**src/rtl/uart_txdma_pkg.sv**
```systemverilog
package uart_txdma_pkg;

    localparam int unsigned BYTE_W    = 8;

    // word indices inside the register window
    localparam int unsigned IDX_STAT  = 8;
    localparam int unsigned IDX_IEN   = 9;
    localparam int unsigned IDX_RXPTR = 13;
    localparam int unsigned IDX_TXPTR = 14;
    localparam int unsigned IDX_TXCNT = 15;

    typedef enum logic [1:0] {
        ST_IDLE,
        ST_REQ,
        ST_WAIT,
        ST_SEND
    } seq_state_e;

endpackage

```
**src/rtl/uart_txdma_seq.sv**
```systemverilog
module uart_txdma_seq
    import uart_txdma_pkg::*;
#(
    parameter int ADDR_W = 32,
    parameter int CNT_W  = 16,
    parameter int DATA_W = 32,
    parameter int IDX_W  = 4
) (
    input  logic              clk,
    input  logic              rst_n,
    input  logic              wr_en,
    input  logic [IDX_W-1:0]  wr_idx,
    input  logic [DATA_W-1:0] wr_data,
    output logic              mem_req_valid,
    input  logic              mem_req_ready,
    output logic [ADDR_W-1:0] mem_req_addr,
    input  logic              mem_rsp_valid,
    input  logic [BYTE_W-1:0] mem_rsp_data,
    output logic              tx_valid,
    input  logic              tx_ready,
    output logic [BYTE_W-1:0] tx_data,
    output logic [ADDR_W-1:0] ptr_o,
    output logic [CNT_W-1:0]  cnt_o,
    output logic              busy_o,
    output logic              start_o,
    output logic              done_o
);

    localparam logic [IDX_W-1:0] WI_PTR  = IDX_W'(IDX_TXPTR);
    localparam logic [IDX_W-1:0] WI_CNT  = IDX_W'(IDX_TXCNT);
    localparam logic [CNT_W-1:0] CNT_ONE = CNT_W'(1);

    typedef struct packed {
        seq_state_e        state;
        logic [ADDR_W-1:0] ptr;
        logic [CNT_W-1:0]  cnt;
        logic [BYTE_W-1:0] data_byte;
    } seq_t;

    seq_t q, d;
    logic [CNT_W-1:0] cnt_wr;

    always_comb begin
        d       = q;
        start_o = 1'b0;
        done_o  = 1'b0;
        cnt_wr  = wr_data[CNT_W-1:0];
        unique case (q.state)
            ST_IDLE: begin
                if (wr_en) begin
                    if (wr_idx == WI_PTR) begin
                        d.ptr = wr_data[ADDR_W-1:0];
                    end else if (wr_idx == WI_CNT && cnt_wr != '0 && q.ptr != '0) begin
                        d.cnt   = cnt_wr;
                        d.state = ST_REQ;
                        start_o = 1'b1;
                    end
                end
            end
            ST_REQ: begin
                if (mem_req_ready) begin
                    d.state = ST_WAIT;
                end
            end
            ST_WAIT: begin
                if (mem_rsp_valid) begin
                    d.data_byte = mem_rsp_data;
                    d.state     = ST_SEND;
                end
            end
            ST_SEND: begin
                if (tx_ready) begin
                    if (q.cnt == CNT_ONE) begin
                        d.ptr   = '0;
                        d.cnt   = '0;
                        d.state = ST_IDLE;
                        done_o  = 1'b1;
                    end else begin
                        d.ptr   = q.ptr + ADDR_W'(1);
                        d.cnt   = q.cnt - CNT_ONE;
                        d.state = ST_REQ;
                    end
                end
            end
            default: begin
                d.state = ST_IDLE;
            end
        endcase
    end

    always_ff @(posedge clk or negedge rst_n) begin
        if (!rst_n) begin
            q.state     <= ST_IDLE;
            q.ptr       <= '0;
            q.cnt       <= '0;
            q.data_byte <= '0;
        end else begin
            q <= d;
        end
    end

    assign mem_req_valid = (q.state == ST_REQ);
    assign mem_req_addr  = q.ptr;
    assign tx_valid      = (q.state == ST_SEND);
    assign tx_data       = q.data_byte;
    assign ptr_o         = q.ptr;
    assign cnt_o         = q.cnt;
    assign busy_o        = (q.state != ST_IDLE);

endmodule

```
**src/rtl/uart_txdma_regs.sv**
```systemverilog
module uart_txdma_regs
    import uart_txdma_pkg::*;
#(
    parameter int ADDR_W = 32,
    parameter int CNT_W  = 16,
    parameter int DATA_W = 32,
    parameter int IDX_W  = 4
) (
    input  logic              clk,
    input  logic              rst_n,
    input  logic              wr_en,
    input  logic [IDX_W-1:0]  wr_idx,
    input  logic [DATA_W-1:0] wr_data,
    input  logic [IDX_W-1:0]  rd_idx,
    output logic [DATA_W-1:0] rd_data,
    input  logic [ADDR_W-1:0] tx_ptr,
    input  logic [CNT_W-1:0]  tx_cnt,
    input  logic              busy,
    input  logic              start,
    input  logic              done,
    output logic              irq
);

    localparam logic [IDX_W-1:0] WI_STAT  = IDX_W'(IDX_STAT);
    localparam logic [IDX_W-1:0] WI_IEN   = IDX_W'(IDX_IEN);
    localparam logic [IDX_W-1:0] WI_RXPTR = IDX_W'(IDX_RXPTR);
    localparam logic [IDX_W-1:0] WI_TXPTR = IDX_W'(IDX_TXPTR);
    localparam logic [IDX_W-1:0] WI_TXCNT = IDX_W'(IDX_TXCNT);

    typedef struct packed {
        logic [ADDR_W-1:0] rx_ptr;
        logic              ien;
        logic              eot;
    } regs_t;

    regs_t q, d;

    always_comb begin
        d = q;
        if (wr_en) begin
            if (wr_idx == WI_RXPTR) begin
                d.rx_ptr = wr_data[ADDR_W-1:0];
            end
            if (wr_idx == WI_IEN) begin
                d.ien = wr_data[0];
            end
            if (wr_idx == WI_STAT && wr_data[0]) begin
                d.eot = 1'b0;
            end
        end
        if (done) begin
            d.eot = 1'b1;
        end
        if (start) begin
            d.eot = 1'b0;
        end
    end

    always_ff @(posedge clk or negedge rst_n) begin
        if (!rst_n) begin
            q.rx_ptr <= '0;
            q.ien    <= 1'b0;
            q.eot    <= 1'b0;
        end else begin
            q <= d;
        end
    end

    always_comb begin
        rd_data = '0;
        unique case (rd_idx)
            WI_TXPTR: rd_data = DATA_W'(tx_ptr);
            WI_TXCNT: rd_data = DATA_W'(tx_cnt);
            WI_RXPTR: rd_data = DATA_W'(q.rx_ptr);
            WI_STAT:  rd_data = DATA_W'({busy, q.eot});
            WI_IEN:   rd_data = DATA_W'(q.ien);
            default:  rd_data = '0;
        endcase
    end

    assign irq = q.eot & q.ien;

endmodule

```
**src/rtl/uart_txdma.sv**
```systemverilog
module uart_txdma
    import uart_txdma_pkg::*;
#(
    parameter int ADDR_W = 32,
    parameter int CNT_W  = 16,
    parameter int DATA_W = 32,
    parameter int IDX_W  = 4
) (
    input  logic              clk,
    input  logic              rst_n,
    input  logic              reg_wr_en,
    input  logic [IDX_W-1:0]  reg_wr_idx,
    input  logic [DATA_W-1:0] reg_wr_data,
    input  logic [IDX_W-1:0]  reg_rd_idx,
    output logic [DATA_W-1:0] reg_rd_data,
    output logic              mem_req_valid,
    input  logic              mem_req_ready,
    output logic [ADDR_W-1:0] mem_req_addr,
    input  logic              mem_rsp_valid,
    input  logic [7:0]        mem_rsp_data,
    output logic              tx_valid,
    input  logic              tx_ready,
    output logic [7:0]        tx_data,
    output logic              busy,
    output logic              irq
);

    logic [ADDR_W-1:0] tx_ptr;
    logic [CNT_W-1:0]  tx_cnt;
    logic              run_start;
    logic              run_done;

    uart_txdma_seq #(
        .ADDR_W (ADDR_W),
        .CNT_W  (CNT_W),
        .DATA_W (DATA_W),
        .IDX_W  (IDX_W)
    ) u_seq (
        .clk           (clk),
        .rst_n         (rst_n),
        .wr_en         (reg_wr_en),
        .wr_idx        (reg_wr_idx),
        .wr_data       (reg_wr_data),
        .mem_req_valid (mem_req_valid),
        .mem_req_ready (mem_req_ready),
        .mem_req_addr  (mem_req_addr),
        .mem_rsp_valid (mem_rsp_valid),
        .mem_rsp_data  (mem_rsp_data),
        .tx_valid      (tx_valid),
        .tx_ready      (tx_ready),
        .tx_data       (tx_data),
        .ptr_o         (tx_ptr),
        .cnt_o         (tx_cnt),
        .busy_o        (busy),
        .start_o       (run_start),
        .done_o        (run_done)
    );

    uart_txdma_regs #(
        .ADDR_W (ADDR_W),
        .CNT_W  (CNT_W),
        .DATA_W (DATA_W),
        .IDX_W  (IDX_W)
    ) u_regs (
        .clk     (clk),
        .rst_n   (rst_n),
        .wr_en   (reg_wr_en),
        .wr_idx  (reg_wr_idx),
        .wr_data (reg_wr_data),
        .rd_idx  (reg_rd_idx),
        .rd_data (reg_rd_data),
        .tx_ptr  (tx_ptr),
        .tx_cnt  (tx_cnt),
        .busy    (busy),
        .start   (run_start),
        .done    (run_done),
        .irq     (irq)
    );

endmodule

```
**config.mk**
```make
export PLATFORM = sky130hd
export DESIGN_NAME = uart_txdma
export DESIGN_NICKNAME = d
export VERILOG_FILES = /design/src/rtl/uart_txdma_pkg.sv /design/src/rtl/uart_txdma_seq.sv /design/src/rtl/uart_txdma_regs.sv /design/src/rtl/uart_txdma.sv
export SDC_FILE = /design/constraint.sdc
export NUM_CORES = 1
export LEC_CHECK = 0
export CORE_AREA = 2 2 99 125
export DETAILED_ROUTE_END_ITERATION = 10
export DIE_AREA = 0 0 101 127
export PLACE_DENSITY_LB_ADDON = 0.08
export SKIP_LAST_GASP = 1
export SLEW_MARGIN = 25
export SYNTH_ARGS = -nofsm -noshare
export SYNTH_HDL_FRONTEND = slang
export SYNTH_SLANG_ARGS = --single-unit
```
**constraint.sdc**
```tcl
create_clock -name clk -period 4.3 [get_ports clk]
set_input_delay 0.86 -clock clk [delete_from_list [all_inputs] [get_ports clk]]
set_output_delay 0.86 -clock clk [all_outputs]
set_load 0.02 [all_outputs]
```
* Yosys cells after proc, flatten, opt, wreduce, memory -nomap -nowiden
Cells that the tools add are included.
Word-level totals: bits in registers 92, bits of input ports 54, logic and storage cells 72
Operators by class: $add $sub $neg 2, eq/ne operators 21, multiplexer cells 24, bitwise gates (word level) 1, reduce and logical (&&, ||, !) cells 17
Operators with widths (count):
- $pmux 32 s5 | 1
- $mux 50 | 2
- $pmux 48 s2 | 1
- $mux 49 | 1
- $eq 4x4->1 const B | 10
- $add 32x1->32 const B | 1
- $mux 16 | 2
- $mux 32 | 1
- $reduce_bool 32->1 | 1
- $eq 16x1->1 const B | 1
- $reduce_bool 16->1 | 1
- $sub 16x1->16 const B | 1
- $mux 1 | 11
- $mux 2 | 4
- $ne 2x1->1 const B | 4
- $pmux 2 s4 | 1
- $reduce_and 2->1 | 4
- $ne 2x2->1 const B | 3
- $reduce_and 6->1 | 1
- $reduce_bool 3->1 | 2
- $reduce_and 5->1 | 1
- $eq 2x2->1 const B | 2
- $reduce_and 4->1 | 1
- $reduce_bool 2->1 | 2
- other kinds (4) | 6

* Longest topological paths before layout
Gate-level depths: netlist of the first run.
depth after elaboration 9, mapped depth 10, depth with buffers taken out 8

* By module
Synthesis of the first run repeated with hierarchy kept, for this count alone.
Unflattened totals: cells, all modules 696, area total of the unflattened synthesis 6453.7 sq um
Modules (own cells, without submodules):
- uart_txdma_seq | times used 1, cells an instance 549, area each 4636.9 sq um
- uart_txdma_regs | times used 1, cells an instance 147, area each 1816.7 sq um

* Worst setup path before layout of the first run
Ideal clock, no wire load.
path type input to output, start input port reg_rd_idx[0], end output port reg_rd_data[0], arrival time 1.871 ns, slack 1.569 ns, stages 5, path through inv_1 nor3_1 clkbuf_1 a22oi_1 nand2_1
Between the ends: cells in the longest elaborated chain, start to end 2
RTL lines:
- start: declaration | line uart_txdma.sv:14 | input logic [IDX_W-1:0] reg_rd_idx,
- $eq 4x4->1 | line uart_txdma_regs.sv:71 | unique case (rd_idx)
- $pmux 32 s5 (*) | line uart_txdma_regs.sv:71
- end: declaration | line uart_txdma.sv:15 | output logic [DATA_W-1:0] reg_rd_data,
Mark *: on every way between the ends. The rest lies on a longest branch, timed or not.

* Worst setup path in the final report of the first run
start input port reg_rd_idx[0], end output port reg_rd_data[11]
Same word-level chain as after synthesis.

==> impl_results.md, run 1 <==
* Crit path DAT at 2.83 ns
* Final wirelength at 16730 um
* HPWL after DPL at 12020 um
* Share of post-route cells with drive strength above 1 at 0.1024
* Gr usage total at 0.2655
* Via count at between 5000 and 6000
* Residual DRC count at 0
* Seq cells post-synth at 92
* CTS tree: built
* FMAX at roughly 270 MHz
* Die area at between 0.01 and 0.015 mm2
* Slew @ Worst Pin at slightly below 1 ns
* Startpoint type of the worst setup path: primary input
* Ys async rst share at 1.000
* CP max stage cell: clkdlybuf4s50_1
* Hold Fails Final Rpt at 0
* Via density at 6.293
* Worst-skew pair later-pin latency at 0.34 ns
* Final setup viols at 0
* Crit Path Class: primary input to primary output
* Routed Antenna Nets at 0
* Synth Area in Simple Gates at 0.1571
* Setup bufs post-CTS at 0
* Antenna fix cells at 0
* Area growth syn-to-layout at 24.95%
* Setup Skew at 0.006087 ns
* Dpl cells at between 800 and 900
* YS warnings at 0
* Synth Area in Compound Gates at 0.2397
* Final Non-Filler Cells at 851
* Worst-path fanout max at 19
* Post-Syn Instances at 637
* RSZ-0062 raised after global routing: no
* Congestion Overflow GR at 0
* Mux contribution to synthesized area at 0.07595
* Clk root buf: clkbuf_16
* Row Count at 44
* Cells resized by post-CTS repair at 0
* Cell family with most CP delay: buffers and inverters
* Initial Util at 0.4945
* Initial antenna violation count at 0
* Syn avg cell area at 8.974 um2
* Max Cap Viol at 0
* Pwr dens at 647.7 mW/mm2
* Rel. slew slack at 0.3496
* H-tree Lvls at 3
* Largest family of logic cells by synthesized area: compound AO/OA/AOI/OAI gates
* Mapped cell area at 0.005717 mm2
* 1st-iter DRT viols at between 400 and 500
* WP depth at 7
* Max Slew Vio Count at 0
* Global-route wire length before repair at 26880 um
* Setup_tns at 0 ns
* # port buffers at 129
* Drt pass-1 iters at 6
* Die Height at 127 um
* Worst min-delay path class: flip-flop to flip-flop
* Reg clk slew, reported paths at ~0.060 ns
* Ys flop type: dfrtp_1
* Hold slack at 0.4903 ns
* Peak supply drop at 0.2863 mV
* CTS Hold Bufs at 0
* Crit end category: primary output
* Critical Path RT at 3.44 ns
* Hold Crit Depth at 2
* Die W at 101 um
* Reg2reg path depth at 5
* Crit-path max cell delay at 0.60 ns
* Synth Area in Adders at 0.01751
* CTS buffer count at 9
* Final core occ at 0.6179
* Core ar. at 0.01156 mm2
* Routability cong. at 0.9197
* Io pins at 130
* Status: completed
* Buf/Inv on CP at 5
* Crit share post-route at 0.8586
* Worst-path cell chain: clkdlybuf4s50_1 > inv_1 > nor3_2 > buf_4 > a222oi_1 > inv_1 > clkdlybuf4s50_1
* Commonest non-fill, non-tap cell in the layout: clkdlybuf4s50_1
* Net count after synthesis at 699
* Min cycle time layout at approximately 3.7 ns
* Vias in the first global route at slightly above 5000
* Largest net degree at the start of global routing at 79
* EDFF count, synth at 0
* Most frequent cells in the layout: clkdlybuf4s50_1 (128), dfrtp_1 (92), o21ai_0 (69), nand2_1 (49), nor2_1 (39)
* Clock Path Buffers at 2
* CTS sink cnt at 92
* LEAKAGE at approximately 3.0 nW
* WL per Instance at 19.66 um
* Nets at 770
* Sequential area share after synthesis at 0.4027
* Post-synthesis cell type count at 57
* XOR/XNOR Fraction of Synth Area at 0
## cells by family (layout without fill, tap and decap cells)
logic type	Yosys count	after routing
AOI/OAI and AO/OA	199	199
and+or+nand+nor	178	178
buffers and inverters	121	197
DFF	92	92
muxes	39	39
adders and majority gates	8	8
## cell type report
| type | instances | area [um2] |
|---|---|---|
| clock buffer | 11 | 242.7 |
| clock inverter | 5 | 75.07 |
| fill | 987 | 4418 |
| inverter | 38 | 142.6 |
| multi-input combinational | 424 | 2810 |
| sequential | 92 | 2302 |
| tap | 138 | 172.7 |
| timing repair buffer | 143 | 1398 |
## cells in the mapped netlist, types with 4 or more instances
| cell type | count | area share |
|---|---|---|
| a21oi_1 | 27 | 0.024 |
| a222oi_1 | 14 | 0.025 |
| a22o_1 | 23 | 0.035 |
| a22oi_1 | 9 | 0.012 |
| a31oi_1 | 7 | 0.0077 |
| a32oi_1 | 9 | 0.014 |
| and3_1 | 6 | 0.0066 |
| and4_1 | 4 | 0.0061 |
| buf_2 | 6 | 0.0053 |
| buf_4 | 40 | 0.053 |
| clkbuf_1 | 36 | 0.024 |
| dfrtp_1 | 92 | 0.40 |
| ha_1 | 8 | 0.018 |
| inv_1 | 38 | 0.025 |
| mux2_2 | 35 | 0.069 |
| mux2i_1 | 4 | 0.0070 |
| nand2_1 | 49 | 0.032 |
| nand3_1 | 19 | 0.017 |
| nand4_1 | 8 | 0.0088 |
| nor2_1 | 40 | 0.026 |
| nor3_1 | 10 | 0.0088 |
| nor4_1 | 18 | 0.020 |
| o21ai_0 | 69 | 0.060 |
| o21ai_1 | 4 | 0.0035 |
| o2bb2ai_1 | 4 | 0.0061 |
| or3_1 | 5 | 0.0055 |
## registers in the layout, indices dropped and copies added, names as in the netlist
| register | count |
|---|---|
| u_seq.mem_req_addr | 32 |
| u_seq.tx_data | 8 |
| u_seq.q | 2 |
| u_regs.q | 34 |
| u_seq.cnt_o | 16 |
## routing by layer
layer | track usage | vias to the layer above | routed length [um]
met1 | 0.3447 | 2617 | 6728
met2 | 0.4447 | 236 | 8468
li1 | - | 2467 | -
met3 | 0.03665 | 35 | 1062
met4 | 0.1097 | 0 | 471
met5 | 0 | - | 0
## power by group
group	internal, mW	switching [mW]	leakage, nW
combinational	0.921	1.14	1.73
sequential	1.20	0.509	1.13
clock	0.523	0.332	0.159
total	2.64	1.98	3.02
## tightest hold or removal path: cells and delay by family (launching register included)
family	cells	cell delay, ns
AOI/OAI and AO/OA	1	0.06
and+or+nand+nor	1	0.05
DFF	1	0.35
## stage by stage
stage | worst slack, ns | total power [mW] | instance area (um2)
finish | 0.6080 | 4.627 | 7143
global route | 0.5138 | 4.917 | 7143
CTS | 0.6115 | 4.640 | 7139
detailed placement | 0.6270 | 3.771 | 6822
global placement | 0.6686 | 3.710 | 6822
floorplan | 1.569 | 3.113 | 5717
## path summary, 6_finish.rpt
check | from | slack, ns | to
max reg2reg | u_seq.q[56]$_DFFE_PN0P_ | 1.37 | u_seq.mem_req_addr[28]$_DFFE_PN0P_
min reg2reg | u_regs.q[19]$_DFFE_PN0P_ | 0.49 | u_regs.q[19]$_DFFE_PN0P_
min in group asynchronous | rst_n | 0.54 | u_seq.cnt_o[12]$_DFFE_PN0P_
max in group asynchronous | rst_n | 3.03 | u_seq.cnt_o[3]$_DFFE_PN0P_
min | u_regs.q[19]$_DFFE_PN0P_ | 0.49 | u_regs.q[19]$_DFFE_PN0P_
max | reg_rd_idx[0] | 0.61 | reg_rd_data[11]
Power figures use the tool's default switching activity.
==> run 2: changes to the inputs <==
CTS_CLUSTER_DIAMETER = 60   (was default)
SKIP_LAST_GASP = default   (was 1)
==> results of run 2 <==
The final DEF is identical to that of run 1; final timing and power are the same.
